===== src/rtl/mux_rd_pkg.sv =====
package mux_rd_pkg;

  typedef enum logic [2:0] {
    ST_IDLE,
    ST_ADR,
    ST_HLD,
    ST_RD,
    ST_FIN
  } st_e;

  // internal phase flags, active high
  typedef struct packed {
    logic ce;
    logic adv;
    logic oe;
    logic drive;
    logic lanes;
    logic cap;
  } ph_t;

endpackage


===== src/rtl/mux_rd_fsm.sv =====
module mux_rd_fsm
  import mux_rd_pkg::*;
(
  input  logic clk_i,
  input  logic rst_ni,
  input  logic req_i,
  output logic accept_o,
  output logic busy_o,
  output ph_t  ph_o
);

  st_e state_q, state_d;

  assign accept_o = (state_q == ST_IDLE) && req_i;

  always_comb begin
    state_d = state_q;
    unique case (state_q)
      ST_IDLE: if (req_i) state_d = ST_ADR;
      ST_ADR:  state_d = ST_HLD;
      ST_HLD:  state_d = ST_RD;
      ST_RD:   state_d = ST_FIN;
      ST_FIN:  state_d = ST_IDLE;
      default: state_d = ST_IDLE;
    endcase
  end

  always_ff @(posedge clk_i or negedge rst_ni) begin
    if (!rst_ni) state_q <= ST_IDLE;
    else         state_q <= state_d;
  end

  always_comb begin
    ph_o       = '0;
    ph_o.ce    = (state_q == ST_ADR) || (state_q == ST_HLD) || (state_q == ST_RD);
    ph_o.adv   = (state_q == ST_ADR);
    ph_o.oe    = (state_q == ST_RD);
    ph_o.drive = (state_q == ST_ADR) || (state_q == ST_HLD);
    ph_o.lanes = ph_o.ce;
    ph_o.cap   = (state_q == ST_RD);
  end

  assign busy_o = (state_q != ST_IDLE);

  p_ce_len_r1: assert property (@(posedge clk_i) disable iff (!rst_ni)
    $rose(ph_o.ce) |=> ph_o.ce ##1 ph_o.ce ##1 !ph_o.ce);

  p_oe_slot_r2: assert property (@(posedge clk_i) disable iff (!rst_ni)
    $rose(ph_o.ce) |-> !ph_o.oe ##1 !ph_o.oe ##1 ph_o.oe ##1 !ph_o.oe);

  p_rise_together_r3: assert property (@(posedge clk_i) disable iff (!rst_ni)
    $fell(ph_o.oe) |-> $fell(ph_o.ce));

  p_adv_first_r4: assert property (@(posedge clk_i) disable iff (!rst_ni)
    ph_o.adv |-> $rose(ph_o.ce));

  p_accept_idle_r10: assert property (@(posedge clk_i) disable iff (!rst_ni)
    $rose(ph_o.ce) |-> $past(state_q == ST_IDLE && req_i));

  p_busy_cover_r11: assert property (@(posedge clk_i) disable iff (!rst_ni)
    ph_o.ce |-> busy_o);

  p_gap_r12: assert property (@(posedge clk_i) disable iff (!rst_ni)
    $fell(ph_o.ce) |=> !ph_o.ce);

endmodule


===== src/rtl/mux_rd_addr.sv =====
module mux_rd_addr #(
  parameter int unsigned ADDR_W = 26,
  parameter int unsigned DATA_W = 16,
  parameter int unsigned BE_W   = 2,
  localparam int unsigned HI_W  = ADDR_W - DATA_W
) (
  input  logic              clk_i,
  input  logic              rst_ni,
  input  logic              accept_i,
  input  logic [ADDR_W-1:0] addr_i,
  input  logic [BE_W-1:0]   be_i,
  input  logic              adv_i,
  input  logic              oe_i,
  input  logic              drive_i,
  input  logic              lanes_i,
  output logic [DATA_W-1:0] ad_o,
  output logic              ad_oe_o,
  output logic [HI_W-1:0]   addr_hi_o,
  output logic [BE_W-1:0]   bl_n_o
);

  logic [ADDR_W-1:0] addr_q;
  logic [BE_W-1:0]   be_q;

  always_ff @(posedge clk_i or negedge rst_ni) begin
    if (!rst_ni) begin
      addr_q <= '0;
      be_q   <= '0;
    end else if (accept_i) begin
      addr_q <= addr_i;
      be_q   <= be_i;
    end
  end

  assign ad_oe_o   = drive_i;
  assign ad_o      = drive_i ? addr_q[DATA_W-1:0] : '0;
  // upper lines keep the latched value until the next accept
  assign addr_hi_o = addr_q[ADDR_W-1:DATA_W];

  for (genvar g = 0; g < BE_W; g++) begin : g_lane
    assign bl_n_o[g] = !(lanes_i && be_q[g]);
  end

  p_lo_hold_r5: assert property (@(posedge clk_i) disable iff (!rst_ni)
    $fell(adv_i) |-> ad_oe_o && $stable(ad_o));

  p_release_r5: assert property (@(posedge clk_i) disable iff (!rst_ni)
    oe_i |-> !ad_oe_o);

  p_hi_hold_r6: assert property (@(posedge clk_i) disable iff (!rst_ni)
    $fell(oe_i) |-> $stable(addr_hi_o));

  p_lanes_idle_r6: assert property (@(posedge clk_i) disable iff (!rst_ni)
    !lanes_i |-> (&bl_n_o));

endmodule


===== src/rtl/mux_rd_capture.sv =====
module mux_rd_capture #(
  parameter int unsigned DATA_W = 16
) (
  input  logic              clk_i,
  input  logic              rst_ni,
  input  logic              cap_i,
  input  logic              oe_i,
  input  logic [DATA_W-1:0] ad_i,
  output logic [DATA_W-1:0] rdata_o,
  output logic              rvalid_o
);

  always_ff @(posedge clk_i or negedge rst_ni) begin
    if (!rst_ni) begin
      rdata_o  <= '0;
      rvalid_o <= 1'b0;
    end else begin
      rvalid_o <= cap_i;
      if (cap_i) rdata_o <= ad_i;
    end
  end

  p_valid_after_oe_r7: assert property (@(posedge clk_i) disable iff (!rst_ni)
    rvalid_o |-> $past(oe_i) && !oe_i);

  p_data_hold_r7: assert property (@(posedge clk_i) disable iff (!rst_ni)
    !rvalid_o |-> $stable(rdata_o));

endmodule


===== src/rtl/mux_rd_seq.sv =====
module mux_rd_seq
  import mux_rd_pkg::*;
#(
  parameter int unsigned ADDR_W = 26,
  parameter int unsigned DATA_W = 16,
  parameter int unsigned BE_W   = 2,
  localparam int unsigned HI_W  = ADDR_W - DATA_W
) (
  input  logic              clk_i,
  input  logic              rst_ni,
  input  logic              req_i,
  input  logic [ADDR_W-1:0] addr_i,
  input  logic [BE_W-1:0]   be_i,
  output logic              busy_o,
  output logic [DATA_W-1:0] rdata_o,
  output logic              rvalid_o,
  output logic              ce_n_o,
  output logic              oe_n_o,
  output logic              we_n_o,
  output logic              adv_n_o,
  output logic [HI_W-1:0]   addr_hi_o,
  output logic [BE_W-1:0]   bl_n_o,
  output logic [DATA_W-1:0] ad_o,
  output logic              ad_oe_o,
  input  logic [DATA_W-1:0] ad_i
);

  ph_t  ph;
  logic accept;

  mux_rd_fsm u_fsm (
    .clk_i    (clk_i),
    .rst_ni   (rst_ni),
    .req_i    (req_i),
    .accept_o (accept),
    .busy_o   (busy_o),
    .ph_o     (ph)
  );

  mux_rd_addr #(
    .ADDR_W (ADDR_W),
    .DATA_W (DATA_W),
    .BE_W   (BE_W)
  ) u_addr (
    .clk_i     (clk_i),
    .rst_ni    (rst_ni),
    .accept_i  (accept),
    .addr_i    (addr_i),
    .be_i      (be_i),
    .adv_i     (ph.adv),
    .oe_i      (ph.oe),
    .drive_i   (ph.drive),
    .lanes_i   (ph.lanes),
    .ad_o      (ad_o),
    .ad_oe_o   (ad_oe_o),
    .addr_hi_o (addr_hi_o),
    .bl_n_o    (bl_n_o)
  );

  mux_rd_capture #(
    .DATA_W (DATA_W)
  ) u_cap (
    .clk_i    (clk_i),
    .rst_ni   (rst_ni),
    .cap_i    (ph.cap),
    .oe_i     (ph.oe),
    .ad_i     (ad_i),
    .rdata_o  (rdata_o),
    .rvalid_o (rvalid_o)
  );

  assign ce_n_o  = !ph.ce;
  assign oe_n_o  = !ph.oe;
  assign adv_n_o = !ph.adv;
  assign we_n_o  = 1'b1;

  p_valid_in_busy_r11: assert property (@(posedge clk_i) disable iff (!rst_ni)
    rvalid_o |-> busy_o && ce_n_o);

endmodule


===== config.mk =====
export PLATFORM = sky130hd
export DESIGN_NAME = mux_rd_seq
export DESIGN_NICKNAME = d
export VERILOG_FILES = /design/src/rtl/mux_rd_pkg.sv /design/src/rtl/mux_rd_fsm.sv /design/src/rtl/mux_rd_addr.sv /design/src/rtl/mux_rd_capture.sv /design/src/rtl/mux_rd_seq.sv
export SDC_FILE = /design/constraint.sdc
export NUM_CORES = 1
export LEC_CHECK = 0
export ABC_AREA = 1
export BUFFER_PORTS_ARGS = -buffer_cell sky130_fd_sc_hd__buf_2
export CAP_MARGIN = 20
export CELL_PAD_IN_SITES_DETAIL_PLACEMENT = 0
export CELL_PAD_IN_SITES_GLOBAL_PLACEMENT = 1
export CORE_UTILIZATION = 35
export CTS_CLUSTER_DIAMETER = 120
export DETAILED_ROUTE_END_ITERATION = 16
export PLACE_DENSITY = 0.93
export REMOVE_ABC_BUFFERS = 1
export SLEW_MARGIN = 20
export SYNTH_ARGS = -nofsm -noshare
export SYNTH_HDL_FRONTEND = slang
export SYNTH_HIERARCHICAL = 1
export SYNTH_SLANG_ARGS = --single-unit
export TNS_END_PERCENT = 30

===== constraint.sdc =====
create_clock -name clk_i -period 2.1 [get_ports clk_i]
set_input_delay 0.315 -clock clk_i [delete_from_list [all_inputs] [get_ports clk_i]]
set_output_delay 0.315 -clock clk_i [all_outputs]
set_load 0.005 [all_outputs]

=== After elaboration in Yosys (flattened, before gate mapping) ===
Index checks and enable logic that the tools add are counted.

* $add $sub $neg: 0
* $mul: 0
* Div/mod/pow operators: 0
* $lt $le $gt $ge: 0
* Equal/unequal tests: 4
* Shift operators: 0
* Muxes and demuxes: 3
* Bitwise logic cells: 0
* Reductions and logical operators: 12

{| class="wikitable"
|+ Operators with widths
! operator !! count
|-
| $mux 16 || 1
|-
| $pmux 3 s4 || 1
|-
| $eq 3x2->1 const B || 2
|-
| $logic_not 1->1 || 5
|-
| $eq 3x1->1 const B || 1
|-
| $logic_and 1x1->1 || 3
|-
| $logic_not 3->1 || 1
|-
| $mux 3 || 1
|-
| $reduce_bool 3->1 || 1
|-
| $logic_or 1x1->1 || 2
|-
| $ne 2x2->1 const B || 1
|}

* Register bits after elaboration: 48
* Latch bits: 0
* RAM bits: 0
* Memory bits (read-only): 0
* Input port bits: 47
* Output and inout port bits: 51
* Word-level logic and storage cells: 24
* Memories: 0

=== Depth between registers and ports, before layout ===
Gate-level depths: netlist of run 1.

* Depth after elaboration: 5
* Mapped depth: 7
* Depth with buffers taken out: 6

=== Hierarchy ===
Netlist of run 1, hierarchy kept.

{| class="wikitable"
|+ By module, submodules not included
! module !! instances !! cells an instance !! area an instance (um^2) !! seq. area each (um^2)
|-
| mux_rd_addr || 1 || 165 || 1311.3 || 700.7
|-
| mux_rd_capture || 1 || 69 || 669.4 || 425.4
|-
| mux_rd_fsm || 1 || 22 || 166.4 || 75.1
|-
| mux_rd_seq || 1 || 5 || 22.5 || 0.0
|}

=== Worst setup path after synthesis of run 1 ===
Ideal clock, no wire load.

* Path kind: flip-flop to output port
* Start: register u_fsm.state_q[2]
* End: output ad_o[10]
* Data arrival time: 1.083 ns
* Required time: 1.785 ns
* Slack: 0.702 ns
* Cell stages (with the launch flop): 8
* Path buffers: 2
* Cell sequence: dfrtp_1 > nor2_2 > nand2_1 > nand2_1 > clkbuf_2 > buf_4 > nand2_1 > inv_1

{| class="wikitable"
|+ RTL lines
! element !! RTL line !! text
|-
| start: declaration || mux_rd_fsm.sv:12 || <nowiki>st_e state_q, state_d;</nowiki>
|-
| start signal: assignment || mux_rd_fsm.sv:30 || <nowiki>else state_q <= state_d;</nowiki>
|-
| end: declaration || mux_rd_seq.sv:23 || <nowiki>output logic [DATA_W-1:0] ad_o,</nowiki>
|}

=== Final worst setup path of run 1 ===
* Start: register u_fsm.state_q[2]
* End: output ad_o[12]

* Word-level cells in the longest chain between the ends: 3
* Elaborated cells between the ends (all ways): 4
* Those cells by class: eq/ne: 2; mux: 1; reduce/logical: 1

{| class="wikitable"
|+ Ends and longest elaborated chain
! element !! RTL line !! text
|-
| $eq 3x1->1 or $eq 3x2->1 (tied branches) || mux_rd_fsm.sv:38 || <nowiki>ph_o.drive = (state_q == ST_ADR) || (state_q == ST_HLD);</nowiki>
|-
| $logic_or 1x1->1 (*) || mux_rd_fsm.sv:38 ||
|-
| $mux 16 (*) || mux_rd_addr.sv:36 || <nowiki>assign ad_o = drive_i ? addr_q[DATA_W-1:0] : '0;</nowiki>
|}

Every way passes the cells marked *; elsewhere a longest branch is shown, timed or not.

==> metrics, run 1 <==
Starting Density=36.4%; most frequent cells in the layout=nand2_1 (146), buf_2 (96), dfrtp_1 (48); Hold Fails Final Rpt=0; Core ar.=5960 um2; CTS tree=built; internal power=2.32 mW; Worst setup SP type=flip-flop; IO buf count=96; Max Root-Sink Buffers=2; register area share after synthesis=55.4%; crit path DAT=1490 ps; CP endpoint kind=output pin; crit-path cells=nor2_2 -> nand2_1 -> nand2_2 -> nand2_1 -> inv_1 -> buf_2; Die X=80.7 um; vias in the first global route=1666; Placed Instance Area=2550 um2; achievable frequency=553 MHz; # H-tree levels=2; R2R depth=7; post-route ant nets=0; vias=1756; Critical Path Fanout Max=17; Routed WL=4.33 mm; Worst Path Buf+Inv=2; post-DR vias/cell=4.18; Syn Area/Cell=8.31 um2; Sw Share=38.6%; I/O pin count=98; r2r setup slk=610 ps; Crit path max-delay family=simple AND/OR/NAND/NOR gates; Post-CTS Resized=0; post-layout min period=1810 ps; RSZ-0062 raised after global routing=false; post-cts hold buffer count=0; Yosys cell types=17; Post-Syn Area=2170 um2; CP required=1780 ps; Clock transition at path regs=80 ps; TritonCTS buffer count=5; static leakage=1.68 nW; total grt overflow=0; first drt pass iteration count=4; commonest non-fill, non-tap cell in the layout=nand2_1; CP most frequent cell=nand2_1; final critical-path share of the clock period=86.0%; largest net degree at the start of global routing=29; Power Density=1420 nW/um2; antenna fix cells=0; post-synthesis cell count=261; area grow syn2layout=22.2%; Fin Setup TNS=0 ps; outcome=complete, no violations; GRT Resource Usage Total=14.8%; Seq pwr share=42.7%; DRC violations left=0; share of layout cells above drive strength 1=35.1%; r2r endpoint=u_addr/addr_q[7]; R2R Path Start=u_fsm/state_q[2]; Most Crowded Layer GR=met2; setup violators final=0; hpwl dp=3.23 mm; initial antenna violation count=0; clock skew=7.86 ps; met3 Resource Use GR=2.92%; Worst Tran Pin Value=572 ps; # nets final=391; row count=28; GR Util met2=25.9%; worst vdd ir=616 uV; Clock power frac=14.6%; Yosys reg bits=48; Slew HR=61.9%; fin area=2650 um2; Max Cap Viol=0; Pwr Total=3.77 mW; power share of the combinational group=42.7%; drt first-iter violations=55; Hold Path Class=primary input to asynchronous set/reset pin; YS warnings=6; Die Span Y=80.7 um; Hold Slack=2.98 ps; WL/cell=10.3 um; later-pin clock latency in the skew report=290 ps; clock sinks=48; met1 track utilization from global routing=16.9%; Largest stage delay, worst path=440 ps; type of the worst setup path=flip-flop to output pin; net switching power=1.46 mW; gpl congestion=0.720; root buf cell=clkbuf_8; Die ar.=6520 um2; first-pass GRT wire length=7.37 mm; postcts setup bufs=0; Max Slew Vio Count=0; Critical Path Slowest Stage Cell=dfrtp_1
kinds of logic after synthesis:
kind of cell	after synthesis	synth area share [%]
simple gates	160	29.0
flops	48	55.4
compound gates	2	0.461
other cells	1	0.173
buf+inv	50	15.1
cell usage after synthesis (all sizes together):
library cell  instances  area share (%)
buf                  23              10
conb                  1            0.17
nor3                  2            0.46
o21ai                 1            0.23
clkbuf                1            0.23
a21oi                 1            0.23
dfrtp                48              55
nor2                  3            0.75
inv                  26             4.7
nand2               155              28
power groups by stage:
| stage | combinational (mW) | clock [mW] | sequential (mW) |
|---|---|---|---|
| after floorplan | 0.869 | 0 | 1.63 |
| after global placement | 1.60 | 0 | 1.62 |
| after detailed placement | 1.65 | 0 | 1.63 |
| after CTS | 1.65 | 0.577 | 1.61 |
| after global routing | 1.90 | 0.616 | 1.68 |
| final | 1.61 | 0.552 | 1.61 |
worst reg2reg max path, cell delays in order (launching register included):
cell	delay [ps]
dfrtp_1	440
nor2_2	150
nand2_2	80
nor2_2	100
buf_4	190
inv_2	210
nand2_1	140
nand2_1	60
through the flow:
stage          utilization (%)  setup WS (ps)  instances
2_1_floorplan                -           4.41        237
3_3_place_gp              42.9            506        412
3_5_place_dp              42.9            440        412
4_1_cts                   44.5            108        420
5_1_grt                   44.5            118        420
6_report                  44.5            293        420
state kept, by name, summed over array words and instances (netlist names):
| name | flops |
|---|---|
| u_addr/addr_q | 26 |
| u_cap/rdata_o | 16 |
| u_fsm/state_q | 3 |
| u_addr/be_q | 2 |
| u_cap/rvalid_o | 1 |
layer usage:
metal  up-vias  part of all wire (%)
met5         -                     0
met4         0                   2.2
met3         7                   6.6
met2        52                    48
met1       792                    43
li1        905                     -
worst max path at each step:
| stage | startpoint | endpoint | slack (ps) | cells past startpoint |
|---|---|---|---|---|
| global route | u_fsm/state_q[2] | ad_o[7] | 120 | 6 |
| finish | u_fsm/state_q[2] | ad_o[12] | 290 | 6 |
| floorplan | u_fsm/state_q[2] | oe_n_o | 4 | 2 |
| CTS | u_fsm/state_q[2] | ad_o[12] | 110 | 6 |
| global placement | u_fsm/state_q[2] | ad_o[10] | 510 | 6 |
| detailed placement | u_fsm/state_q[2] | ad_o[12] | 440 | 6 |
area by class of cell:
| cell class | instances | area (um2) |
|---|---|---|
| clock buffers | 7 | 86.3 |
| clock inverters | 1 | 7.51 |
| fillers | 632 | 3300 |
| inverters | 26 | 103 |
| multi-input cells | 163 | 649 |
| flip-flops and latches | 48 | 1200 |
| well taps | 75 | 93.8 |
| repair buffers | 100 | 510 |
No activity file was read; power rests on OpenSTA's default activity.
==> run 2: changes to the inputs <==
CORE_UTILIZATION = 33   (was 35)
PLACE_DENSITY = 0.88   (was 0.93)
clock period = 1.9 ns   (was 2.1 ns; I/O delays follow)
==> run 2 against run 1 <==
  * Clock skew rose by 1.3 ps
  * Largest cell class unchanged
  * Wire length rose by 0.65%
  * Highest routed layer unchanged
  * Utilization fell by 2.0 points
  * First-iteration DRC count fell by 11%
==> metrics, run 2 (synthesized netlist as in run 1, its figures left out) <==
outcome=complete, no violations; Die Span Y=83.1 um (+2.9%); crit path DAT=1450 ps (-40 ps); biggest registers after layout=u_addr/addr_q (26), u_cap/rdata_o (16), u_fsm/state_q (3); TritonCTS buffer count=5 (unchanged); commonest non-fill, non-tap cell in the layout=nand2_1; Die X=83.1 um (+2.9%); hpwl dp=3.23 mm (+0.12%); first-pass GRT wire length=7.58 mm (+2.9%); Largest stage delay, worst path=440 ps (about the same); gpl congestion=0.762 (+5.8%); vias in the first global route=1677 (+0.66%); Power Density=1600 nW/um2 (+12%); CP required=1620 ps (-160 ps); post-DR vias/cell=4.14 (-1.1%); clock skew=9.15 ps (+1.29 ps); Routed WL=4.36 mm (+0.65%); setup violators final=0 (unchanged); post-route ant nets=0 (unchanged); hold depth=3; r2r setup slk=540 ps (-70 ps); Worst Tran Pin Value=560 ps (-11.6 ps); PnR worst setup slack=160 ps (-133 ps); static leakage=1.71 nW (+1.5%); WL/cell=10.3 um (-0.30%); RSZ-0062 raised after global routing=false; Crit path max-delay family=flip-flops; Hold Fails Final Rpt=0 (unchanged); Clock transition at path regs=90 ps (about the same); CP most frequent cell=nand2_1; Fin Setup TNS=0 ps (unchanged); Hold Slack=177 ps (+174 ps); total grt overflow=0 (unchanged); pre-CTS setup slack=434 ps (-6.37 ps); worst vdd ir=717 uV (+16%); hold_sp=addr_i[24]; CP endpoint kind=output pin; Critical Path Fanout Max=17 (unchanged); GRT Resource Usage Total=13.5% (-1.2 points); Max Root-Sink Buffers=2 (unchanged); # nets final=393 (+0.51%); root buf cell=clkbuf_8; Max Cap Viol=0 (unchanged); vias=1754 (-0.11%); most frequent cells in the layout=nand2_1 (147), buf_2 (96), dfrtp_1 (48); Starting Density=34.2% (-2.3 points); IO buf count=96 (unchanged); Hold Path End=u_addr/addr_q[24]; R2R Path Start=u_fsm/state_q[2]; CTS tree=built; Slew HR=62.7% (+0.77 points); share of layout cells above drive strength 1=35.2% (+0.086 points); Largest Register=u_addr/addr_q; Largest register FFs=26 (unchanged); clock sinks=48 (unchanged); row count=29 (+3.6%); Hold Path Class=primary input to flip-flop; area grow syn2layout=24.6%; Die ar.=6900 um2 (+5.9%); Worst Path Buf+Inv=3 (+1); Pwr Total=4.32 mW (+14%); first drt pass iteration count=4 (unchanged); r2r endpoint=u_addr/addr_q[12]; R2R depth=6 (-1); Max Slew Vio Count=0 (unchanged); type of the worst setup path=flip-flop to output pin; Core ar.=6350 um2 (+6.6%); I/O pin count=98 (unchanged); DRC violations left=0 (unchanged); Worst setup SP type=flip-flop; Critical Path Slowest Stage Cell=dfrtp_1; drt first-iter violations=49 (-11%); postcts setup bufs=0 (unchanged); post-layout min period=1740 ps; largest net degree at the start of global routing=29 (unchanged); antenna fix cells=0 (unchanged); crit-path cells=nor2_2 -> nand2_1 -> nand2_1 -> buf_6 -> nand2_1 -> inv_1 -> buf_2; later-pin clock latency in the skew report=300 ps (about the same); # H-tree levels=2 (unchanged); final critical-path share of the clock period=91.6%; achievable frequency=575 MHz; initial antenna violation count=0 (unchanged)
-- run 2: where the power goes --
group          internal (mW)  total (mW)  switching (mW)
sequential              1.52        1.79           0.272
clock                  0.389       0.721           0.332
combinational          0.785        1.81            1.02
-- run 2: layout make-up --
cell class / instances / area [um2]
clock buffer: 5 / 68.8
multi-input combinational: 163 / 647
tap: 77 / 96.3
timing repair buffer: 102 / 544
sequential: 48 / 1200
inverter: 26 / 103
fill: 651 / 3650
clock inverter: 3 / 42.5
-- run 2: metrics by stage --
stage                     instances  util, %  cell area, um2
after CTS                       424     42.5            2700
after detailed placement        415     40.6            2580
final                           424     42.6            2700
after global routing            424     42.6            2700
after global placement          415     40.6            2580
after floorplan                 237        -            1950
-- run 2: worst register-to-register path: cells and delay by family, from the launching register on --
family                 cells  cell delay (ps)
AND/OR/NAND/NOR            5              590
buffers and inverters      1              230
flip-flops                 1              440
-- run 2: layer usage --
layer | up-vias | part of all wire (%) | wire (um) | track usage (%)
met5 | - | 0 | 0 | 0
met4 | 0 | 1.5 | 65 | 4.70
met3 | 5 | 5.6 | 246 | 3.98
met2 | 49 | 48 | 2110 | 22.8
met1 | 791 | 44 | 1940 | 16.5
li1 | 909 | - | - | -
-- run 2: timing repair --
action | CTS | global route
setup endpoints to repair | 0 | 4
endpoints found under the hold margin | 23 | 0
resized for setup | 0 | 1
hold buffers | 1 | 0
-- run 2: how the worst max path moves through the flow --
stage                     start       to  slack (ps)  cells after the start
6_report       u_fsm/state_q[2]  ad_o[4]         160                      7
5_1_grt        u_fsm/state_q[2]  ad_o[3]          30                      7
4_1_cts        u_fsm/state_q[2]  ad_o[4]          90                      7
3_5_place_dp   u_fsm/state_q[2]  ad_o[4]         430                      7
3_3_place_gp   u_fsm/state_q[2]  ad_o[4]         480                      7
2_1_floorplan  u_fsm/state_q[2]   oe_n_o        -170                      2
==> run 3: changes to the inputs <==
CORE_UTILIZATION = 34   (was 33)
CTS_BUF_LIST = sky130_fd_sc_hd__clkbuf_8   (was default)
PLACE_DENSITY = 0.91   (was 0.88)
==> run 3 against run 2 <==
  * The flow now finishes with violations (hold timing)
  * Sequential power about the same
  * Worst setup slack improved by 46 ps
  * Non-clock buffer count decreased by 2
  * Utilization increased by 1.7 points
  * Total power decreased by 3.1%
  * Global-route usage increased by 0.65 points
  * Sequential share of layout area increased by 0.58 points
  * First-iteration DRC count increased by 35%
  * Critical path depth decreased by 1
  * Highest routed layer unchanged
==> metrics, run 3 (synthesized netlist as in run 1, its figures left out) <==
DRC violations left=0 (unchanged); CTS tree=built; later-pin clock latency in the skew report=290 ps (about the same); pre-CTS setup slack=275 ps (-159 ps); CP required=1620 ps (about the same); crit-path cells=nor2_2 -> nand2_1 -> nand2_4 -> nand2_1 -> inv_1 -> buf_2; CP most frequent cell=nand2_1; GRT Resource Usage Total=14.2% (+0.65 points); clock sinks=48 (unchanged); postcts setup bufs=0 (unchanged); Power Density=1570 nW/um2 (-1.8%); Slew HR=59.3% (-3.4 points); Critical Path Slowest Stage Cell=dfrtp_1; TritonCTS buffer count=5 (unchanged); root buf cell=clkbuf_8; Starting Density=36.0% (+1.8 points); I/O pin count=98 (unchanged); R2R depth=4 (-2); # H-tree levels=2 (unchanged); achievable frequency=590 MHz (+2.7%); post-layout min period=1690 ps (-46.1 ps); total grt overflow=0 (unchanged); Largest Register=u_addr/addr_q; setup violators final=0 (unchanged); # nets final=391 (-0.51%); static leakage=1.70 nW (-0.71%); Placed Instance Area=2570 um2 (-0.39%); r2r endpoint=u_cap/rdata_o[7]; Critical Path Fanout Max=17 (unchanged); Worst setup SP type=flip-flop; Largest register FFs=26 (unchanged); Worst Tran Pin Value=611 ps (+51.2 ps); fin area=2670 um2 (-1.3%); vias=1727 (-1.5%); antenna fix cells=0 (unchanged); initial antenna violation count=0 (unchanged); area grow syn2layout=23.0%; Largest stage delay, worst path=440 ps (about the same); post-route ant nets=0 (unchanged); WL/cell=10.5 um (+2.7%); CP endpoint kind=output pin; drt first-iter violations=66 (+35%); worst vdd ir=500 uV (-30%); Clock transition at path regs=80 ps (about the same); Hold Path Class=primary input to asynchronous set/reset pin; final critical-path share of the clock period=89.1% (-2.4 points); dpl cells=412 (-0.72%); total stage count of the critical path=6 (-1); crit path DAT=1410 ps (-40 ps); R2R Path Start=u_fsm/state_q[2]; PnR worst setup slack=206 ps (+46.1 ps); RSZ-0062 raised after global routing=false; Fin Setup TNS=0 ps (unchanged); Max Cap Viol=0 (unchanged); Die X=81.9 um (-1.5%); Fillers=641 (-1.5%); r2r setup slk=500 ps (-40 ps); share of layout cells above drive strength 1=35.4% (+0.20 points); Routed WL=4.43 mm (+1.7%); type of the worst setup path=flip-flop to output pin; Worst Path Buf+Inv=2 (-1); post-DR vias/cell=4.11 (-0.60%); biggest registers after layout=u_addr/addr_q (26), u_cap/rdata_o (16), u_fsm/state_q (3); Die ar.=6700 um2 (-2.9%); Max Slew Vio Count=0 (unchanged); clock skew=8.72 ps (-0.432 ps); Crit path max-delay family=simple AND/OR/NAND/NOR gates; gpl congestion=0.732 (-3.9%); commonest non-fill, non-tap cell in the layout=nand2_1; Max Root-Sink Buffers=2 (unchanged); row count=28 (-3.4%); Hold Slack=-10.7 ps (-188 ps); Die Span Y=81.9 um (-1.5%); outcome=complete, but fails checks; first drt pass iteration count=4 (unchanged); Non-Filler Instances=420 (-0.94%); most frequent cells in the layout=nand2_1 (146), buf_2 (96), dfrtp_1 (48); IO buf count=96 (unchanged); violated checks=hold timing; Core ar.=6030 um2 (-5.1%); hpwl dp=3.29 mm (+1.8%); first-pass GRT wire length=7.13 mm (-5.9%); Hold Fails Final Rpt=7 (+7); vias in the first global route=1577 (-6.0%); largest net degree at the start of global routing=29 (unchanged)
[run 3: repair_timing]
item                                    CTS  global route
pin swaps                                 0             0
endpoints found under the setup margin   16            16
hold buffers                              0             0
endpoints found under the hold margin     0             0
gates resized for setup                   1             1
[run 3: worst max-delay path by stage]
| stage | start | to |
|---|---|---|
| CTS | u_fsm/state_q[2] | ad_o[6] |
| global route | u_fsm/state_q[2] | ad_o[7] |
| detailed placement | u_fsm/state_q[2] | ad_o[4] |
| global placement | u_fsm/state_q[2] | ad_o[4] |
| finish | u_fsm/state_q[2] | ad_o[4] |
| floorplan | u_fsm/state_q[2] | oe_n_o |
[run 3: worst reg2reg max path: cells and delay by family (launching register included)]
family,cells,cell delay [ps]
DFF,1,440
buffers and inverters,1,310
and+or+nand+nor,3,610
[run 3: per-stage QoR]
stage	total power, mW	utilization [%]
2_1_floorplan	2.76	-
3_3_place_gp	3.58	42.6
3_5_place_dp	3.63	42.6
4_1_cts	4.27	44.2
5_1_grt	4.67	44.3
6_report	4.18	44.3
[run 3: power breakdown]
| part | switching [mW] | internal [mW] | total [mW] | leakage (nW) |
|---|---|---|---|---|
| Sequential | 0.264 | 1.52 | 1.78 | 0.595 |
| Clock | 0.314 | 0.290 | 0.604 | 0.0510 |
| Combinational | 1.04 | 0.759 | 1.80 | 1.05 |
| Total | 1.62 | 2.56 | 4.18 | 1.70 |
[run 3: final cells by class]
class / instances / area (um2) / area share (%)
Timing Repair Buffer: 100 / 523 / 19.6
Clock inverter: 2 / 10.0 / 0.375
Clock buffer: 6 / 82.6 / 3.10
Tap cell: 75 / 93.8 / 3.52
Multi-Input combinational cell: 163 / 654 / 24.5
Inverter: 26 / 103 / 3.85
Sequential cell: 48 / 1200 / 45.0
[run 3: metal layers]
layer  routed length [um]  vias up  GRT usage (%)
met5                    0        -              0
met4                   15        0           4.21
met3                  265        2           4.44
met2                 2150       48           24.9
met1                 2000      766           16.5
li1                     -      911              -
